## src/rtl/tmr_pkg.sv

```systemverilog
package tmr_pkg;

   typedef enum logic [2:0] {
      M_TC       = 3'd0,
      M_ONESHOT  = 3'd1,
      M_RATE     = 3'd2,
      M_SQUARE   = 3'd3,
      M_SWSTROBE = 3'd4,
      M_HWSTROBE = 3'd5
   } tmr_mode_e;

   // Codes x10 and x11 alias rate and square; the rest map directly.
   function automatic tmr_mode_e decode_mode(input logic [2:0] code);
      if (code[1])
         return code[0] ? M_SQUARE : M_RATE;
      return tmr_mode_e'({code[2], 1'b0, code[0]});
   endfunction

endpackage

```

## src/rtl/tmr_dec.sv

```systemverilog
module tmr_dec #(
   parameter int CW = 16
) (
   input  logic [CW-1:0] val,
   input  logic          bcd,
   output logic [CW-1:0] res
);
   localparam int ND = CW / 4;

   logic [ND:0]   brw;
   logic [CW-1:0] bres;

   assign brw[0] = 1'b1;

   for (genvar i = 0; i < ND; i++) begin : g_dig
      logic [3:0] d;
      assign d = val[4*i +: 4];
      assign bres[4*i +: 4] = !brw[i] ? d : ((d == 4'd0) ? 4'd9 : d - 4'd1);
      assign brw[i+1]       = brw[i] && (d == 4'd0);
   end

   assign res = bcd ? bres : (val - CW'(1));

endmodule

```

## src/rtl/tmr_half.sv

```systemverilog
module tmr_half #(
   parameter int CW = 16
) (
   input  logic [CW-1:0] val,
   input  logic          bcd,
   output logic [CW-1:0] half
);
   localparam int ND = CW / 4;

   logic [CW-1:0] bhalf;
   logic          is_zero;

   assign is_zero = (val == '0);

   for (genvar i = 0; i < ND; i++) begin : g_dig
      logic       up;
      logic [3:0] d;
      assign d = val[4*i +: 4];
      if (i < ND - 1) begin : g_mid
         assign up = val[4*i+4];
      end else begin : g_top
         assign up = 1'b0;
      end
      assign bhalf[4*i +: 4] = {1'b0, d[3:1]} + (up ? 4'd5 : 4'd0);
   end

   always_comb begin
      if (bcd)
         half = is_zero ? {4'h5, {(CW-4){1'b0}}} : bhalf;
      else
         half = is_zero ? {1'b1, {(CW-1){1'b0}}} : {1'b0, val[CW-1:1]};
   end

endmodule

```

## src/rtl/tmr_gate_edge.sv

```systemverilog
module tmr_gate_edge (
   input  logic clk,
   input  logic rst_n,
   input  logic gate,
   output logic rise
);
   logic gate_q;

   always_ff @(posedge clk or negedge rst_n) begin
      if (!rst_n) gate_q <= 1'b0;
      else        gate_q <= gate;
   end

   assign rise = gate & ~gate_q;

endmodule

```

## src/rtl/tmr_channel.sv

```systemverilog
module tmr_channel
   import tmr_pkg::*;
#(
   parameter int CW = 16
) (
   input  logic          clk,
   input  logic          rst_n,
   input  logic          cfg_wr,
   input  logic [2:0]    cfg_mode,
   input  logic          cfg_bcd,
   input  logic          ld_lo,
   input  logic          ld_hi,
   input  logic [CW-1:0] ld_val,
   input  logic          gate,
   output logic          tout,
   output logic [CW-1:0] live_count
);
   localparam int ND = CW / 4;

   if (CW % 4 != 0 || ND < 2) begin : g_bad_width
      $error("tmr_channel: CW must be a multiple of 4 and at least 8");
   end

   tmr_mode_e     mode_q;
   logic          bcd_q, have_cr_q, pend_q, run_q, out_q, done_q;
   logic [CW-1:0] cr_q, cnt_q, n_run_q;
   logic [CW-1:0] nxt, half_w;
   logic          rise, nxt_zero, at_one;

   tmr_dec #(.CW(CW)) u_dec (.val(cnt_q), .bcd(bcd_q), .res(nxt));
   tmr_half #(.CW(CW)) u_half (.val(n_run_q), .bcd(bcd_q), .half(half_w));
   tmr_gate_edge u_edge (.clk(clk), .rst_n(rst_n), .gate(gate), .rise(rise));

   assign nxt_zero = (nxt == '0);
   assign at_one   = (cnt_q == CW'(1));

   always_ff @(posedge clk or negedge rst_n) begin
      if (!rst_n) begin
         mode_q    <= M_TC;
         bcd_q     <= 1'b0;
         have_cr_q <= 1'b0;
         pend_q    <= 1'b0;
         run_q     <= 1'b0;
         out_q     <= 1'b1;
         done_q    <= 1'b0;
         cr_q      <= '0;
         cnt_q     <= '0;
         n_run_q   <= '0;
      end else if (cfg_wr) begin
         mode_q    <= decode_mode(cfg_mode);
         bcd_q     <= cfg_bcd;
         have_cr_q <= 1'b0;
         pend_q    <= 1'b0;
         run_q     <= 1'b0;
         done_q    <= 1'b0;
         out_q     <= (decode_mode(cfg_mode) == M_TC) ? 1'b0 : 1'b1;
      end else begin
         // counting step, per mode
         unique case (mode_q)
            M_TC: begin
               if (pend_q) begin
                  pend_q <= 1'b0;
                  cnt_q  <= cr_q;
                  run_q  <= 1'b1;
                  out_q  <= 1'b0;
               end else if (run_q && gate) begin
                  cnt_q <= nxt;
                  if (nxt_zero) out_q <= 1'b1;
               end
            end
            M_ONESHOT: begin
               if (rise && have_cr_q) begin
                  cnt_q <= cr_q;
                  run_q <= 1'b1;
                  out_q <= 1'b0;
               end else if (run_q) begin
                  cnt_q <= nxt;
                  if (nxt_zero) begin
                     out_q <= 1'b1;
                     run_q <= 1'b0;
                  end
               end
            end
            M_RATE: begin
               if (pend_q) begin
                  pend_q <= 1'b0;
                  cnt_q  <= cr_q;
                  run_q  <= 1'b1;
                  out_q  <= 1'b1;
               end else if (run_q) begin
                  if (!gate) begin
                     out_q <= 1'b1;
                  end else if (rise || at_one) begin
                     cnt_q <= cr_q;
                     out_q <= 1'b1;
                  end else begin
                     cnt_q <= nxt;
                     out_q <= (nxt != CW'(1));
                  end
               end
            end
            M_SQUARE: begin
               if (pend_q) begin
                  pend_q  <= 1'b0;
                  cnt_q   <= cr_q;
                  n_run_q <= cr_q;
                  run_q   <= 1'b1;
                  out_q   <= 1'b1;
               end else if (run_q) begin
                  if (!gate) begin
                     out_q <= 1'b1;
                  end else if (rise || at_one) begin
                     cnt_q   <= cr_q;
                     n_run_q <= cr_q;
                     out_q   <= 1'b1;
                  end else begin
                     cnt_q <= nxt;
                     out_q <= (nxt > half_w);
                  end
               end
            end
            M_SWSTROBE: begin
               out_q <= 1'b1;
               if (pend_q) begin
                  pend_q <= 1'b0;
                  cnt_q  <= cr_q;
                  run_q  <= 1'b1;
                  done_q <= 1'b0;
               end else if (run_q && gate) begin
                  cnt_q <= nxt;
                  if (nxt_zero && !done_q) begin
                     out_q  <= 1'b0;
                     done_q <= 1'b1;
                  end
               end
            end
            M_HWSTROBE: begin
               out_q <= 1'b1;
               if (rise && have_cr_q) begin
                  cnt_q <= cr_q;
                  run_q <= 1'b1;
               end else if (run_q) begin
                  cnt_q <= nxt;
                  if (nxt_zero) begin
                     out_q <= 1'b0;
                     run_q <= 1'b0;
                  end
               end
            end
            default: out_q <= 1'b1;
         endcase

         // count writes from the bus side
         if (ld_hi) begin
            cr_q      <= ld_val;
            have_cr_q <= 1'b1;
            if (mode_q == M_TC || mode_q == M_SWSTROBE ||
                ((mode_q == M_RATE || mode_q == M_SQUARE) && !run_q))
               pend_q <= 1'b1;
         end
         if (ld_lo && mode_q == M_TC)
            run_q <= 1'b0;
      end
   end

   assign tout       = out_q;
   assign live_count = cnt_q;

endmodule

```

## config.mk

```make
export PLATFORM = sky130hd
export DESIGN_NAME = tmr_channel
export DESIGN_NICKNAME = d
export VERILOG_FILES = /design/src/rtl/tmr_pkg.sv /design/src/rtl/tmr_dec.sv /design/src/rtl/tmr_half.sv /design/src/rtl/tmr_gate_edge.sv /design/src/rtl/tmr_channel.sv
export SDC_FILE = /design/constraint.sdc
export NUM_CORES = 1
export LEC_CHECK = 0
export BUFFER_PORTS_ARGS = -buffer_cell sky130_fd_sc_hd__buf_4
export CAP_MARGIN = 40
export CORE_MARGIN = 5
export CORE_UTILIZATION = 57
export DETAILED_ROUTE_END_ITERATION = 12
export GPL_ROUTABILITY_DRIVEN = 0
export GPL_TIMING_DRIVEN = 0
export PLACE_DENSITY = 0.88
export SETUP_SLACK_MARGIN = 0.3
export SLEW_MARGIN = 10
export SYNTH_ARGS = -nofsm -noshare
export SYNTH_HDL_FRONTEND = slang
export SYNTH_SLANG_ARGS = --single-unit
```

## constraint.sdc

```tcl
create_clock -name clk -period 4.96 [get_ports clk]
set_input_delay 0.496 -clock clk [delete_from_list [all_inputs] [get_ports clk]]
set_output_delay 0.496 -clock clk [all_outputs]
set_load 0.05 [all_outputs]
```

==> impl_metrics.tcl <==
set metrics [dict create \
    fillCellCount 577 \
    multi_input_area_um2 2490 \
    synth_xor_area_share_pct 2.29 \
    vias 3667 \
    clkSinkCount 58 \
    drive_above_1_share_pct 24.9 \
    synth-simple-area-share_pct 18.6 \
    yosys_warnings 0 \
    status "completed" \
    place_area_um2 4630 \
    setup_viol 0 \
    seq_area_um2 1450 \
    seq_area_frac_synth_pct 34.6 \
    worstPathArrival_ps 4010 \
    vias_per_cell 6.10 \
    fp.dieH_um 95.8 \
    synthCells 445 \
    hold_buffers 0 \
    synth_area_um2 4200 \
    hold_class "input port to asynchronous set/reset pin" \
    drv_slew 0 \
    synthFlopType "dfrtp_1" \
    tightest_slew_ps 836 \
    cp_max_fo 8 \
    pwr-share-clk_pct 16.5 \
    combPwrFrac_pct 55.7 \
    synthTopCellsByArea "dfrtp_1, ha_1, mux2_2" \
    antenna_found_initial 0 \
    async_flop_share_pct 100 \
    drc 0 \
    end_kind "flip-flop" \
    stdcell_area_um2 4850 \
    mappedNetlistNets 498 \
    rows 31 \
    fin_crit_sh_pct 75.9 \
    switching_share_pct 46.7 \
    io_pins 43 \
    synth.most_common_cell "dfrtp_1" \
    drv_cap 0 \
    firstDrtPassIters 7 \
    worst_setup_path_start_kind "flip-flop" \
    fp.dieArea_um2 9190 \
    synth-adder-area-share_pct 8.28 \
    totalWireLength_mm 10.5 \
    timing.rr.start "live_count[0]" \
    start_util_pct 58.2 \
    grt_pass1_vias 3480 \
    syn_avg_cell_area_um2 9.44 \
    synth-edff-count 0 \
    finalPower_mw 2.90 \
    grt-ovfl-total 0 \
    clkLatencyLatePin_ps 340 \
    fin_tns_setup_ps 0 \
    cts_buffers 9 \
    synth_top_family_by_area "simple AND/OR/NAND/NOR gates" \
    rr_endpoint "tout" \
    htree_levels 3 \
    netlist_top_cells_count "dfrtp_1, o21ai_0, nand2_1" \
    synthMuxAreaShare_pct 14.0 \
    cts_tree "yes" \
    grt_max_degree 59 \
    syn_to_final_growth_pct 15.5 \
    crit_path_end "tout" \
    fin_crit_ps 3770 \
    dp_hpwl_mm 8.06 \
    slew_headroom_pct 43.7 \
    ant_nets 0 \
    critical_path_class "flip-flop to flip-flop" \
    coreArea_um2 7210 \
    powerDensity_nw_per_um2 598 \
    reg2regPathDepth 15 \
    clock.fmax_mhz 265 \
    p_int_mw 1.55 \
    r2r_slack_ps 1190 \
    yosysTopAreaCellShare_pct 34.0 \
    hold_violations 0 \
    clock_skew_ps 5.73 \
    synth_compound_area_share_pct 16.1 \
    yosys.cell_types.count 58 \
    cp-startpoint "live_count[0]" \
    peakVddDrop_mv 0.298 \
    cts_max_path_buffers 2 \
    port_buffers 41 \
    grt_pass1_wl_mm 17.1 \
    wl_per_cell_um 17.5 \
    power_leakage_nw 2.12 \
    cts_root_buffer "clkbuf_8" \
    track_usage_pct 24.3 \
    drtIter0Drc 329 \
    switching_power_mw 1.36 \
    antenna_cells 0 \
    ctsResizeCount 0 \
    yosysTopAreaCell "dfrtp_1" \
    hold_slack_ps 204 \
    cts_setup_buffers 0 \
    cp.required_ps 5210 \
    die_w_um 95.8 \
    clk_pin_slew_ps 70 \
    seqPwrFrac_pct 27.8 \
    ys_seq_elements 58 \
    nets 550 \
    rsz0062_at_grt "no" \
]
[metrics by stage]
stage	setup WS [ps]	utilization (%)	std cells
floorplan	1610	-	445
global placement	1240	64.2	585
detailed placement	1240	64.2	585
CTS	1230	67.2	601
global route	893	67.2	601
finish	1190	67.2	601
[critical path, cell delays in order (launching register included)]
cell      delay, ps
dfrtp_1         460
inv_1           150
ha_1            230
and2_1          190
and2_1          140
clkbuf_1        310
a21oi_1         100
o21ai_0         670
ha_1            380
a21oi_1         150
nor2b_1          60
o21ai_0         140
nand3_1          90
a41o_1          210
o211ai_1        250
nand4_1         140
[area by class of cell]
type	count	share of cell area (%)
Multi-Input combinational cell	345	51.3
Sequential cell	58	30.0
Timing Repair Buffer	41	6.35
Buffer	24	3.95
Clock buffer	9	2.55
Tap cell	99	2.55
Clock inverter	7	1.93
Inverter	18	1.39
[state kept, by name (all words and copies together), names as in the netlist, 3 cells and up]
signal	cells
n_run_q	16
cr_q	16
mode_q	3
live_count	16
[power groups by stage]
| stage | sequential (mW) | combinational [mW] | clock, mW |
|---|---|---|---|
| after floorplan | 0.969 | 0.993 | 0 |
| after global placement | 0.797 | 1.51 | 0 |
| after detailed placement | 0.810 | 1.58 | 0 |
| after CTS | 0.801 | 1.59 | 0.483 |
| after global routing | 0.829 | 1.74 | 0.510 |
| final | 0.805 | 1.62 | 0.480 |
[layout by cell type, fill, tap and decap left out, types with 10 or more instances in the layout]
master,count
dfrtp_1,57
o21ai_0,43
nand2_1,42
buf_4,41
a21oi_1,30
mux2_2,29
nor2_1,27
ha_1,27
inv_1,18
clkbuf_8,15
mux2i_1,14
nor3_1,11
nand3_1,10
o211ai_1,10
xnor2_1,10
clkbuf_1,10
[cells by family (layout without fill, tap and decap cells)]
kind of cell | Yosys count | count (layout)
AO/OA/AOI/OAI | 112 | 112
XOR/XNOR | 11 | 11
adder cells (fa/ha/maj) | 28 | 28
buffers and inverters | 42 | 99
flip-flops | 58 | 58
multiplexers | 51 | 51
AND/OR/NAND/NOR | 143 | 143
[worst min path at each step]
stage,from,end,slack (ps)
6_report,rst_n,pend_q,200
2_1_floorplan,rst_n,bcd_q,200
4_1_cts,rst_n,pend_q,240
3_3_place_gp,have_cr_q,have_cr_q,490
5_1_grt,rst_n,pend_q,270
3_5_place_dp,have_cr_q,have_cr_q,500
[layer usage]
metal  wire [um]  up-vias  GRT usage (%)  share of wire [%]
met5           0        -              0                  0
met4         208        0           7.46                2.0
met3         738       20           5.39                7.0
met2        5090      168           39.9                 48
met1        4500     1742           32.0                 43
li1            -     1737              -                  -
No activity file was read; power rests on OpenSTA's default activity.
